--- config.mk ---
export PLATFORM = sky130hd
export DESIGN_NAME = echo_bus_arbiter
export DESIGN_NICKNAME = d
export VERILOG_FILES = /design/src/rtl/eba_pkg.sv /design/src/rtl/eba_prio.sv /design/src/rtl/eba_idle_cnt.sv /design/src/rtl/eba_tx_fsm.sv /design/src/rtl/echo_bus_arbiter.sv
export SDC_FILE = /design/constraint.sdc
export NUM_CORES = 1
export LEC_CHECK = 0
export ABC_AREA = 1
export BUFFER_PORTS_ARGS = -buffer_cell sky130_fd_sc_hd__buf_2
export CAP_MARGIN = 20
export CORE_AREA = 2 2 39 41
export CTS_CLUSTER_SIZE = 14
export DETAILED_ROUTE_END_ITERATION = 10
export DIE_AREA = 0 0 41 43
export GPL_ROUTABILITY_DRIVEN = 0
export GPL_TIMING_DRIVEN = 0
export PLACE_DENSITY_LB_ADDON = 0.05
export SLEW_MARGIN = 10
export SYNTH_ARGS = -nofsm -noshare
export SYNTH_HDL_FRONTEND = slang
export SYNTH_SLANG_ARGS = --single-unit
--- constraint.sdc ---
create_clock -name clk -period 2.3 [get_ports clk]
set_input_delay 0.115 -clock clk [delete_from_list [all_inputs] [get_ports clk]]
set_output_delay 0.115 -clock clk [all_outputs]
set_load 0.02 [all_outputs]
--- src/rtl/eba_pkg.sv ---
package eba_pkg;
  typedef enum logic {
    ST_WAIT = 1'b0,
    ST_SEND = 1'b1
  } eba_state_e;

  function automatic int unsigned eba_max(input int unsigned a, input int unsigned b);
    return (a > b) ? a : b;
  endfunction
endpackage

--- src/rtl/eba_prio.sv ---
module eba_prio #(
  parameter int unsigned RUN_SHORT = 8,
  parameter int unsigned RUN_LONG  = 10,
  parameter int unsigned PENALTY   = 1,
  parameter int unsigned CW        = 4
) (
  input  logic          clk,
  input  logic          rst,
  input  logic          bit_en,
  input  logic [1:0]    cls,
  input  logic          set_low,
  input  logic          waiting,
  input  logic          hit,
  input  logic          req,
  output logic [CW-1:0] thr,
  output logic          lowered
);
  localparam logic [CW-1:0] T_SHORT = CW'(RUN_SHORT);
  localparam logic [CW-1:0] T_LONG  = CW'(RUN_LONG);
  localparam logic [CW-1:0] T_PEN   = CW'(PENALTY);

  logic [CW-1:0] base;

  always_comb begin
    base = (cls == 2'd0) ? T_SHORT : T_LONG;
    thr  = lowered ? (base + T_PEN) : base;
  end

  always_ff @(posedge clk) begin
    if (rst) begin
      lowered <= 1'b0;
    end else if (bit_en) begin
      if (set_low) begin
        lowered <= 1'b1;
      end else if (waiting && hit && !req && lowered) begin
        lowered <= 1'b0;
      end
    end
  end
endmodule

--- src/rtl/eba_idle_cnt.sv ---
module eba_idle_cnt #(
  parameter int unsigned CW      = 4,
  parameter int unsigned CNT_MAX = 11
) (
  input  logic          clk,
  input  logic          rst,
  input  logic          bit_en,
  input  logic          echo,
  input  logic          counting,
  input  logic          clr,
  input  logic [CW-1:0] thr,
  output logic [CW-1:0] cnt,
  output logic          hit
);
  localparam logic [CW-1:0] LIMIT = CW'(CNT_MAX);

  logic [CW:0] cnt_inc;

  always_comb begin
    cnt_inc = {1'b0, cnt} + {{CW{1'b0}}, 1'b1};
    hit     = echo && (cnt_inc >= {1'b0, thr});
  end

  always_ff @(posedge clk) begin
    if (rst) begin
      cnt <= '0;
    end else if (bit_en) begin
      if (!counting || clr || !echo) begin
        cnt <= '0;
      end else if (cnt != LIMIT) begin
        cnt <= cnt_inc[CW-1:0];
      end
    end
  end
endmodule

--- src/rtl/eba_tx_fsm.sv ---
module eba_tx_fsm
  import eba_pkg::*;
(
  input  logic clk,
  input  logic rst,
  input  logic bit_en,
  input  logic echo,
  input  logic req,
  input  logic tx,
  input  logic hit,
  output logic waiting,
  output logic grant,
  output logic set_low,
  output logic active,
  output logic drive,
  output logic collision,
  output logic done,
  output logic adv
);
  eba_state_e st;
  logic       lost;

  always_comb begin
    waiting = (st == ST_WAIT);
    lost    = (st == ST_SEND) && drive && !echo;
    grant   = bit_en && waiting && hit && req;
    set_low = bit_en && (st == ST_SEND) && !lost && !req;
    active  = (st == ST_SEND);
  end

  always_ff @(posedge clk) begin
    if (rst) begin
      st        <= ST_WAIT;
      drive     <= 1'b1;
      collision <= 1'b0;
      done      <= 1'b0;
      adv       <= 1'b0;
    end else begin
      collision <= 1'b0;
      done      <= 1'b0;
      adv       <= 1'b0;
      if (bit_en) begin
        unique case (st)
          ST_WAIT: begin
            if (hit && req) begin
              st    <= ST_SEND;
              drive <= tx;
              adv   <= 1'b1;
            end
          end
          ST_SEND: begin
            if (lost) begin
              st        <= ST_WAIT;
              drive     <= 1'b1;
              collision <= 1'b1;
            end else if (!req) begin
              st    <= ST_WAIT;
              drive <= 1'b1;
              done  <= 1'b1;
            end else begin
              drive <= tx;
              adv   <= 1'b1;
            end
          end
          default: st <= ST_WAIT;
        endcase
      end
    end
  end
endmodule

--- src/rtl/echo_bus_arbiter.sv ---
module echo_bus_arbiter #(
  parameter int unsigned RUN_SHORT = 8,
  parameter int unsigned RUN_LONG  = 10,
  parameter int unsigned PENALTY   = 1
) (
  input  logic       clk,
  input  logic       rst,
  input  logic       bit_en,
  input  logic       echo_in,
  input  logic       frame_req,
  input  logic       tx_bit,
  input  logic [1:0] prio_class,
  output logic       active,
  output logic       bus_drive,
  output logic       collision,
  output logic       done,
  output logic       bit_adv
);
  localparam int unsigned RUN_MAX = eba_pkg::eba_max(RUN_SHORT, RUN_LONG) + PENALTY;
  localparam int unsigned CW      = $clog2(RUN_MAX + 1);

  logic [CW-1:0] thr;
  logic [CW-1:0] ones_cnt;
  logic          hit;
  logic          waiting;
  logic          grant;
  logic          set_low;
  logic          lowered;

  eba_idle_cnt #(
    .CW      (CW),
    .CNT_MAX (RUN_MAX)
  ) u_cnt (
    .clk      (clk),
    .rst      (rst),
    .bit_en   (bit_en),
    .echo     (echo_in),
    .counting (waiting),
    .clr      (grant),
    .thr      (thr),
    .cnt      (ones_cnt),
    .hit      (hit)
  );

  eba_prio #(
    .RUN_SHORT (RUN_SHORT),
    .RUN_LONG  (RUN_LONG),
    .PENALTY   (PENALTY),
    .CW        (CW)
  ) u_prio (
    .clk     (clk),
    .rst     (rst),
    .bit_en  (bit_en),
    .cls     (prio_class),
    .set_low (set_low),
    .waiting (waiting),
    .hit     (hit),
    .req     (frame_req),
    .thr     (thr),
    .lowered (lowered)
  );

  eba_tx_fsm u_fsm (
    .clk       (clk),
    .rst       (rst),
    .bit_en    (bit_en),
    .echo      (echo_in),
    .req       (frame_req),
    .tx        (tx_bit),
    .hit       (hit),
    .waiting   (waiting),
    .grant     (grant),
    .set_low   (set_low),
    .active    (active),
    .drive     (bus_drive),
    .collision (collision),
    .done      (done),
    .adv       (bit_adv)
  );
endmodule

# --- After elaboration in Yosys (flattened, before gate mapping) ---
# Index checks and enable logic that the tools add are counted.
# W data, S select, Z words.
totals:
  register_bits: 10
  output_inout_bits: 5
  wordCells: 57
classes:
  addsub: 2
  magnitude_cmp: 1
  n_eq_ne: 2
  muxes: 16
  n_bitwise: 2
  reduce_logical: 27
op_table:
  columns: ["cell", "n"]
  rows:
  - ["$logic_and A1 B1 Y1", 13]
  - ["$mux W4", 3]
  - ["$mux W1", 10]
  - ["$reduce_and A2 Y1", 3]
  - ["$add A4 B1 Y5 const B", 1]
  - ["$ge A5 B4 Y1", 1]
  - ["$add A4 B1 Y4 const B", 1]
  - ["$ne A4 B4 Y1 const B", 1]
  - ["$pmux W1 S2", 2]
  - ["$reduce_bool A2 Y1", 2]
  - ["$reduce_or A4 Y1", 1]
  - ["$logic_not A1 Y1", 3]
  - ["$reduce_or A3 Y1", 1]
  - ["$logic_not A2 Y1", 1]
  - ["$logic_or A1 B1 Y1", 2]
  - ["$mux W2", 1]
  - ["$ne A2 B1 Y1 const B", 1]
  - ["$not A1 Y1", 2]
  - ["$reduce_or A2 Y1", 1]

# --- Logic depth before layout (Yosys ltp) ---
# Gate-level depths: netlist of run 1.
logic_depth:
  word_depth: 12
  ltp_mapped: 12
  depth_no_buf: 12

# --- By module ---
# A second synthesis of run 1 with hierarchy kept.
unflattened:
  cells_unflattened: 110
  area_unflattened_um2: 724.4
modules_own_cells:
  columns: ["mod", "instances", "cells_each", "area_per_inst_um2", "seq_area_each_um2"]
  rows:
  - ["eba_idle_cnt", 1, 61, 386.6, 80.1]
  - ["eba_tx_fsm", 1, 34, 246.5, 100.1]
  - ["eba_prio", 1, 15, 91.3, 20.0]

# --- Least setup slack after synthesis of run 1 ---
# Ideal clock, no wire load.
synth_timing:
  kind: "reg2reg"
  start: "register u_cnt.cnt[0]"
  end: "register u_cnt.cnt[2]"
  setup_ns: 0.113
  t_arrival_ns: 1.673
  t_required_ns: 2.187
  path_slack_ns: 0.514
  path_stages_with_launch: 11
  cell_sequence: "dfxtp_1 > ha_1 > ha_1 > a21boi_0 > o21ai_2 > nand2_2 > nand3_4 > nand3_4 > nand2_2 > nor2_1 > nor2_1"
synth_via:
  elab_chain_cells: 9
  word_cells_on_any_way: 12
  classes_between: "add/sub (1); order compare (1); eq/ne (1); mux (2); reduce/logical (7)"
synth_lines:
  columns: ["item", "line_no", "source"]
  rows:
  - ["start: declaration", "eba_idle_cnt.sv:12", "output logic [CW-1:0] cnt,"]
  - ["start signal: assignment", "eba_idle_cnt.sv:31", "cnt <= cnt_inc[CW-1:0];"]
  - ["$add A4 B1 Y5", "eba_idle_cnt.sv:20", "cnt_inc = {1'b0, cnt} + {{CW{1'b0}}, 1'b1};"]
  - ["$ge A5 B4 Y1", "eba_idle_cnt.sv:21", "hit = echo && (cnt_inc >= {1'b0, thr});"]
  - ["$logic_and A1 B1 Y1", "eba_idle_cnt.sv:21", null]
  - ["$logic_and A1 B1 Y1 (2 in series)", "eba_tx_fsm.sv:26", "grant = bit_en && waiting && hit && req;"]
  - ["$logic_or A1 B1 Y1 (2 in series)", "eba_idle_cnt.sv:28", "if (!counting || clr || !echo) begin"]
  - ["$reduce_bool A2 Y1 (no source line)", null, null]
  - ["$reduce_and A2 Y1 (no source line)", null, null]
# Several ways; a longest one is shown, not always the timed one. The select of a mux whose other input is x is not followed.
# A chain may end at the register's enable or synchronous reset.

# --- Final worst setup path of run 1 ---
# Ends and elaborated chain as after synthesis.

==> impl_metrics.sql, run 1 <==
INSERT INTO impl_metrics (metric_group, metric, value, unit) VALUES
('critical_path', 'crit_path_start_kind', 'register', ''),
('synth', 'part_of_the_yosys_area_used_for_sequential_elements', '0.331', ''),
('detailed_routing', 'via_count', '568', ''),
('cts', 'cts_hold_buf', '0', ''),
('synth', 'synthArstFlopShare', '0', ''),
('sta', 'finalSetupViolations', '0', ''),
('finish', 'n_fill_cell', '143', ''),
('synth', 'synthAdderAreaFrac', '0.0620', ''),
('synth', 'count_leader_synth', 'sky130_fd_sc_hd__nand2_1', ''),
('critical_path', 'crit_required', '2.46', 'ns'),
('finish', 'multi_input_area', '340', 'sq um'),
('placement', 'port-buffer-count', '11', ''),
('synth', 'count_of_flip_flops_with_a_built_in_enable_after_synthesis', '0', ''),
('global_route', 'grt-ovfl-total', '0', ''),
('synth', 'dominantRegCellSynth', 'sky130_fd_sc_hd__dfxtp_1', ''),
('finish', 'area_used_by_sequential_logic_in_the_layout', '200', 'sq um'),
('synth', 'yosys.area.top_type', 'sky130_fd_sc_hd__dfxtp_1', ''),
('critical_path', 'critical-path-top-delay-family', 'adder cells', ''),
('critical_path', 'biggest_cell_delay_along_the_critical_path', '0.45', 'ns'),
('critical_path', 'r2r_end', 'u_cnt.cnt[2]$_SDFFE_PP0P_', ''),
('critical_path', 'crit-reg2reg-launch', 'u_cnt.cnt[0]$_SDFFE_PP0P_', ''),
('cts', 'tritoncts_num_sinks', '10', ''),
('cts', 'cts_htree_levels', '1', ''),
('global_route', 'number_of_antenna_violations_at_the_first_check_in_global_routing', '0', ''),
('cts', 'cts.repair_timing.setup_buffer_count', '0', ''),
('synth', 'synthSimpleGateAreaFrac', '0.413', ''),
('synth', 'syn_avg_cell_area', '6.96', 'sq um'),
('critical_path', 'reg2reg_depth', '10', ''),
('placement', 'placedCellCount', '114', ''),
('hold_path', 'hold_path_end', 'u_fsm.done$_SDFF_PP0_', ''),
('sta', 'setup_tns', '0', 'ns'),
('die', 'die_h', '43', 'um'),
('pwr', 'ir_drop', '0.327', 'mV'),
('finish', 'layout-drive-gt1-share', '0.255', ''),
('pwr', 'cellPowerDensity', '560', 'nW/um^2'),
('critical_path', 'worst-path-max-fanout', '7', ''),
('sta', 'timing_max_transition_violations_final', '0', ''),
('detailed_routing', 'route.detailed.wl_per_inst', '9.58', 'um'),
('cts', 'clk_root_buffer_cell', 'sky130_fd_sc_hd__clkbuf_4', ''),
('sta', 'timing.max_slew.rel_slack', '0.681', ''),
('detailed_routing', 'totalWireLength', '1.13', 'mm'),
('global_route', 'first_global_vias', '475', ''),
('run', 'drv.max_cap_violation_count', '0', ''),
('sta', 'fin_crit', '1.98', 'ns'),
('global_route', 'grt_max_degree', '11', ''),
('synth', 'synth_seq_cells', '10', ''),
('detailed_routing', 'viasPerCell', '4.81', ''),
('synth', 'synth.top_cells.by_area', 'sky130_fd_sc_hd__dfxtp_1 33%, sky130_fd_sc_hd__nand3_1 11%, sky130_fd_sc_hd__nand2_1 9.9%, sky130_fd_sc_hd__inv_1 9.3%, sky130_fd_sc_hd__ha_1 6.2%', ''),
('pwr', 'power.total', '0.401', 'mW'),
('die', 'ios', '13', ''),
('finish', 'final_cells', '118', ''),
('critical_path', 'critPathCaptureType', 'register', ''),
('detailed_routing', 'detail_route.iter0.violations', '8', ''),
('synth', 'ys_warn_count', '0', ''),
('cts', 'num_cts_buffers', '3', ''),
('detailed_routing', 'ant_nets', '0', ''),
('synth', 'netlist_top_cells_count', '16 x sky130_fd_sc_hd__nand2_1, 15 x sky130_fd_sc_hd__inv_1, 13 x sky130_fd_sc_hd__nand3_1', ''),
('placement', 'hpwlAfterDp', '911', 'um'),
('die', 'fp.dieArea', '1760', 'sq um'),
('critical_path', 'critPathArrivalTime', '2.15', 'ns'),
('synth', 'synth_compound_gate_area_share', '0.0868', ''),
('synth', 'netlist_area', '606', 'sq um'),
('cts', 'cts_repair_resized_insts', '0', ''),
('die', 'core_area', '1380', 'sq um'),
('detailed_routing', 'drtPass1Iterations', '4', ''),
('critical_path', 'cp_slowest_cell', 'sky130_fd_sc_hd__dfxtp_1', ''),
('hold_path', 'holdCritStartpoint', 'frame_req', ''),
('hold_path', 'worst_hold_path.num_cells', '2', ''),
('hold_path', 'min_path_type', 'input pin to register', ''),
('pwr', 'p_leak', '0.380', 'nW'),
('run_status', 'outcome', 'finished, final reports clean', '');
-- registers in the layout (all words and copies together), names as in the netlist --
signal           flops
u_fsm.done           1
u_fsm.drive          1
u_prio.lowered       1
u_fsm.adv            1
u_fsm.collision      1
u_fsm.active         1
u_cnt.cnt            4
-- logic make-up (layout without fill, tap and decap cells) --
kind of cell	count (synthesis)	after routing
simple gates	49	49
buf+inv	17	32
flops	10	10
compound gates	8	8
fa+ha+maj	3	3
-- report_power, final --
part	leakage [nW]	switching, mW	internal (mW)	total (mW)
clock network	0.0210	0.0610	0.0961	0.157
registers	0.0814	0.00658	0.179	0.185
logic	0.278	0.0358	0.0232	0.0590
total	0.380	0.103	0.298	0.401
-- metrics by stage --
step           hold WS, ns  utilization  instance area, sq um
2_1_floorplan        0.192            -                   606
3_3_place_gp         0.347        0.492                   681
3_5_place_dp         0.342        0.492                   681
4_1_cts             0.0595        0.518                   717
5_1_grt             0.0633        0.518                   717
6_report            0.0663        0.518                   717
-- worst max-delay path by stage --
stage	startpoint	endpoint	cells after the start	slack [ns]
final	u_cnt.cnt[0]$_SDFFE_PP0P_	u_cnt.cnt[2]$_SDFFE_PP0P_	10	0.32
after global routing	u_cnt.cnt[0]$_SDFFE_PP0P_	u_cnt.cnt[2]$_SDFFE_PP0P_	11	0.15
after detailed placement	u_cnt.cnt[0]$_SDFFE_PP0P_	u_cnt.cnt[2]$_SDFFE_PP0P_	10	0.31
after global placement	u_cnt.cnt[0]$_SDFFE_PP0P_	u_cnt.cnt[2]$_SDFFE_PP0P_	10	0.31
after CTS	u_cnt.cnt[0]$_SDFFE_PP0P_	u_cnt.cnt[2]$_SDFFE_PP0P_	10	0.29
after floorplan	u_cnt.cnt[0]$_SDFFE_PP0P_	u_cnt.cnt[2]$_SDFFE_PP0P_	10	0.51
-- layout by cell type (no fill, tap or decap) --
cell | Yosys | layout
sky130_fd_sc_hd__a21boi_0 | 1 | 1
sky130_fd_sc_hd__a21oi_1 | 3 | 3
sky130_fd_sc_hd__a31o_2 | 1 | 1
sky130_fd_sc_hd__buf_2 | 1 | 12
sky130_fd_sc_hd__clkbuf_4 | 0 | 3
sky130_fd_sc_hd__clkbuf_8 | 0 | 1
sky130_fd_sc_hd__dfxtp_1 | 10 | 10
sky130_fd_sc_hd__ha_1 | 3 | 3
sky130_fd_sc_hd__inv_1 | 15 | 15
sky130_fd_sc_hd__inv_2 | 1 | 1
sky130_fd_sc_hd__nand2_1 | 16 | 16
sky130_fd_sc_hd__nand2_2 | 3 | 3
sky130_fd_sc_hd__nand3_1 | 13 | 13
sky130_fd_sc_hd__nand3_2 | 1 | 1
sky130_fd_sc_hd__nand3_4 | 2 | 2
sky130_fd_sc_hd__nand4_1 | 2 | 2
sky130_fd_sc_hd__nor2_1 | 10 | 10
sky130_fd_sc_hd__nor2_2 | 1 | 1
sky130_fd_sc_hd__nor3_1 | 1 | 1
sky130_fd_sc_hd__o21ai_0 | 1 | 1
sky130_fd_sc_hd__o21ai_2 | 1 | 1
sky130_fd_sc_hd__o31ai_1 | 1 | 1
-- routing by layer --
layer | routed length (um) | track usage | vias to the layer above
met3 | 47 | 0.0314 | 2
met2 | 485 | 0.200 | 11
met4 | 11 | 0.100 | 0
met5 | 0 | 0 | -
li1 | - | - | 315
met1 | 585 | 0.243 | 240
-- cell type report --
class	count	area share
Multi-Input combinational cell	60	0.475
Sequential cell	10	0.279
Inverter	16	0.0838
Timing Repair Buffer	11	0.0768
Clock buffer	4	0.0506
Tap cell	16	0.0279
Buffer	1	0.00698
Power figures use the tool's default switching activity.
==> inputs of run 2 (changes only) <==
- CORE_AREA: 2 2 39 41 -> 2 2 48 50
- DIE_AREA: 0 0 41 43 -> 0 0 50 52
- REMOVE_ABC_BUFFERS: not set -> 1
==> impl_metrics.sql, run 2 (synthesized netlist as in run 1, its figures left out) <==
INSERT INTO impl_metrics (metric_group, metric, value, unit) VALUES
('run_status', 'outcome', 'finished, final reports clean', ''),
('finish', 'diodes_inserted', '0', ''),
('sta', 'timing_max_transition_violations_final', '0', ''),
('critical_path', 'worst_setup_endpoint', 'u_cnt.cnt[2]$_SDFFE_PP0P_', ''),
('critical_path', 'worst-path-max-fanout', '7', ''),
('cts', 'clock_latency', '0.26', 'ns'),
('critical_path', 'crit_path_start_kind', 'register', ''),
('global_route', 'first_global_vias', '566', ''),
('sta', 'setup_tns', '0', 'ns'),
('global_route', 'grt-ovfl-total', '0', ''),
('sta', 'max_freq', '507', 'MHz'),
('sta', 'layout_setup_ws', '0.328', 'ns'),
('critical_path', 'critPathBufInv', '0', ''),
('cts', 'num_cts_buffers', '3', ''),
('die', 'num_rows', '17', ''),
('critical_path', 'cp_slowest_cell', 'sky130_fd_sc_hd__dfxtp_1', ''),
('sta', 'timing.max_slew.rel_slack', '0.662', ''),
('critical_path', 'critPathArrivalTime', '2.13', 'ns'),
('die', 'fp.dieW', '50', 'um'),
('critical_path', 'crit_start', 'u_cnt.cnt[0]$_SDFFE_PP0P_', ''),
('die', 'core_area', '2110', 'sq um'),
('global_route', 'number_of_antenna_violations_at_the_first_check_in_global_routing', '0', ''),
('finish', 'layout-drive-gt1-share', '0.255', ''),
('cts', 'cts_repair_resized_insts', '0', ''),
('critical_path', 'biggest_cell_delay_along_the_critical_path', '0.43', 'ns'),
('pwr', 'cellPowerDensity', '543', 'nW/um^2'),
('die', 'floorplan.initialDensity', '0.288', ''),
('detailed_routing', 'ant_nets', '0', ''),
('detailed_routing', 'detail_route.iter0.violations', '12', ''),
('finish', 'registers.top_by_ff_count', 'u_cnt.cnt', ''),
('detailed_routing', 'totalWireLength', '1.27', 'mm'),
('sta', 'hold_violations', '0', ''),
('cts', 'clockBufferDepth', '2', ''),
('die', 'fp.dieArea', '2600', 'sq um'),
('cts', 'clk_root_buffer_cell', 'sky130_fd_sc_hd__clkbuf_4', ''),
('placement', 'dp_slack', '0.316', 'ns'),
('critical_path', 'timing.setup.critical_path_class', 'register to register', ''),
('sta', 'finalSetupViolations', '0', ''),
('finish', 'n_fill_cell', '228', ''),
('sta', 'worstMarginPinSlew', '0.505', 'ns'),
('cts', 'clk_pin_slew_worst_paths', '0.06', 'ns'),
('die', 'die_h', '52', 'um'),
('critical_path', 'crit_required', '2.46', 'ns'),
('hold_path', 'min_path_type', 'input pin to register', ''),
('global_route', 'grt_first_pass_wirelength', '2.36', 'mm'),
('detailed_routing', 'viasPerCell', '4.40', ''),
('sta', 'fin_crit', '1.97', 'ns'),
('critical_path', 'regToRegSetupSlack', '0.33', 'ns'),
('cts', 'cts_hold_buf', '0', ''),
('sta', 'final_min_period_over_clock_period', '0.858', ''),
('finish', 'mostFrequentLayoutCell', 'sky130_fd_sc_hd__nand2_1', ''),
('cts', 'cts.repair_timing.setup_buffer_count', '0', ''),
('detailed_routing', 'via_count', '572', ''),
('placement', 'hpwlAfterDp', '1.05', 'mm'),
('sta', 'rsz0062_at_grt', 'no', ''),
('critical_path', 'reg2reg_depth', '10', ''),
('finish', 'most_frequent_cells_in_the_layout', '16 x sky130_fd_sc_hd__nand2_1, 15 x sky130_fd_sc_hd__inv_1, 13 x sky130_fd_sc_hd__nand3_1', ''),
('finish', 'largest_register_ffs', '4', ''),
('cts', 'cts_tree', 'done', ''),
('placement', 'port-buffer-count', '12', ''),
('cts', 'cts_htree_levels', '1', ''),
('pwr', 'p_leak', '0.380', 'nW'),
('critical_path', 'r2r_end', 'u_cnt.cnt[2]$_SDFFE_PP0P_', ''),
('global_route', 'grt_max_degree', '11', ''),
('detailed_routing', 'drtPass1Iterations', '4', ''),
('finish', 'fin_nets', '114', ''),
('run', 'drv.max_cap_violation_count', '0', ''),
('detailed_routing', 'route.detailed.wl_per_inst', '9.74', 'um'),
('pwr', 'ir_drop', '0.290', 'mV'),
('critical_path', 'number_of_gates_on_the_worst_path_with_buffers_counted', '10', ''),
('cts', 'tritoncts_num_sinks', '10', ''),
('sta', 'timing.clock.skew', '0.000353', 'ns'),
('detailed_routing', 'remaining_drc_errors', '0', ''),
('critical_path', 'crit_chain', 'ha_1 -> ha_1 -> a21boi_0 -> o21ai_2 -> nand2_2 -> nand3_4 -> nand3_4 -> nand2_2 -> nor2_1 -> nor2_1', ''),
('critical_path', 'critical-path-top-delay-family', 'adder cells', ''),
('finish', 'synthesis_to_layout_area_growth', '20.9', '%'),
('die', 'ios', '13', ''),
('critical_path', 'crit-reg2reg-launch', 'u_cnt.cnt[0]$_SDFFE_PP0P_', ''),
('critical_path', 'critPathCaptureType', 'register', ''),
('global_route', 'grt_use_total', '0.123', '');
==> run 2: cell counts in the layout (fill, tap and decap cells not counted) <==
No cell type changed its count.
==> run 2: report_power, final <==
part	total (mW)	internal (mW)	leakage [nW]	switching, mW
Clock	0.154	0.0961	0.0210	0.0576
Sequential	0.185	0.179	0.0814	0.00643
Combinational	0.0587	0.0228	0.278	0.0358
==> run 2: worst min path at each step <==
| stage | slack, ns | depth (start not counted) | to | start |
|---|---|---|---|---|
| floorplan | 0.19 | 1 | u_fsm.collision$_SDFF_PP0_ | rst |
| global placement | 0.35 | 2 | u_fsm.done$_SDFF_PP0_ | frame_req |
| detailed placement | 0.35 | 2 | u_fsm.collision$_SDFF_PP0_ | rst |
| CTS | 0.07 | 2 | u_fsm.collision$_SDFF_PP0_ | rst |
| global route | 0.07 | 2 | u_fsm.collision$_SDFF_PP0_ | rst |
| finish | 0.08 | 2 | u_fsm.collision$_SDFF_PP0_ | rst |
==> run 2: per-layer routing <==
metal,vias to the layer above,track usage,wire length [um]
met3,2,0.0546,76
met5,-,0,0
li1,315,-,-
met1,244,0.146,561
met2,11,0.197,614
met4,0,0.0417,14
==> run 2: per-stage QoR <==
step	power [mW]	utilization	cells	hold WS [ns]	cell area, sq um
floorplan	0.228	-	86	0.192	601
global placement	0.249	0.330	126	0.354	696
detailed placement	0.248	0.330	126	0.351	696
CTS	0.409	0.348	130	0.0692	732
global route	0.428	0.348	130	0.0653	732
finish	0.397	0.348	130	0.0773	732
==> run 2: area by class of cell <==
| cell class | instances | area (sq um) | area share |
|---|---|---|---|
| tap | 28 | 35.0 | 0.0479 |
| inverter | 16 | 60.1 | 0.0821 |
| timing repair buffer | 12 | 60.1 | 0.0821 |
| sequential | 10 | 200 | 0.274 |
| clock buffer | 4 | 36.3 | 0.0496 |
| multi-input combinational | 60 | 340 | 0.465 |
==> run 2: worst register-to-register path: stages, from the launching register on <==
cell and delay, ns:
sky130_fd_sc_hd__dfxtp_1 0.43, sky130_fd_sc_hd__ha_1 0.28, sky130_fd_sc_hd__ha_1 0.28, sky130_fd_sc_hd__a21boi_0 0.23
sky130_fd_sc_hd__o21ai_2 0.10, sky130_fd_sc_hd__nand2_2 0.10, sky130_fd_sc_hd__nand3_4 0.12, sky130_fd_sc_hd__nand3_4 0.11
sky130_fd_sc_hd__nand2_2 0.06, sky130_fd_sc_hd__nor2_1 0.11, sky130_fd_sc_hd__nor2_1 0.05
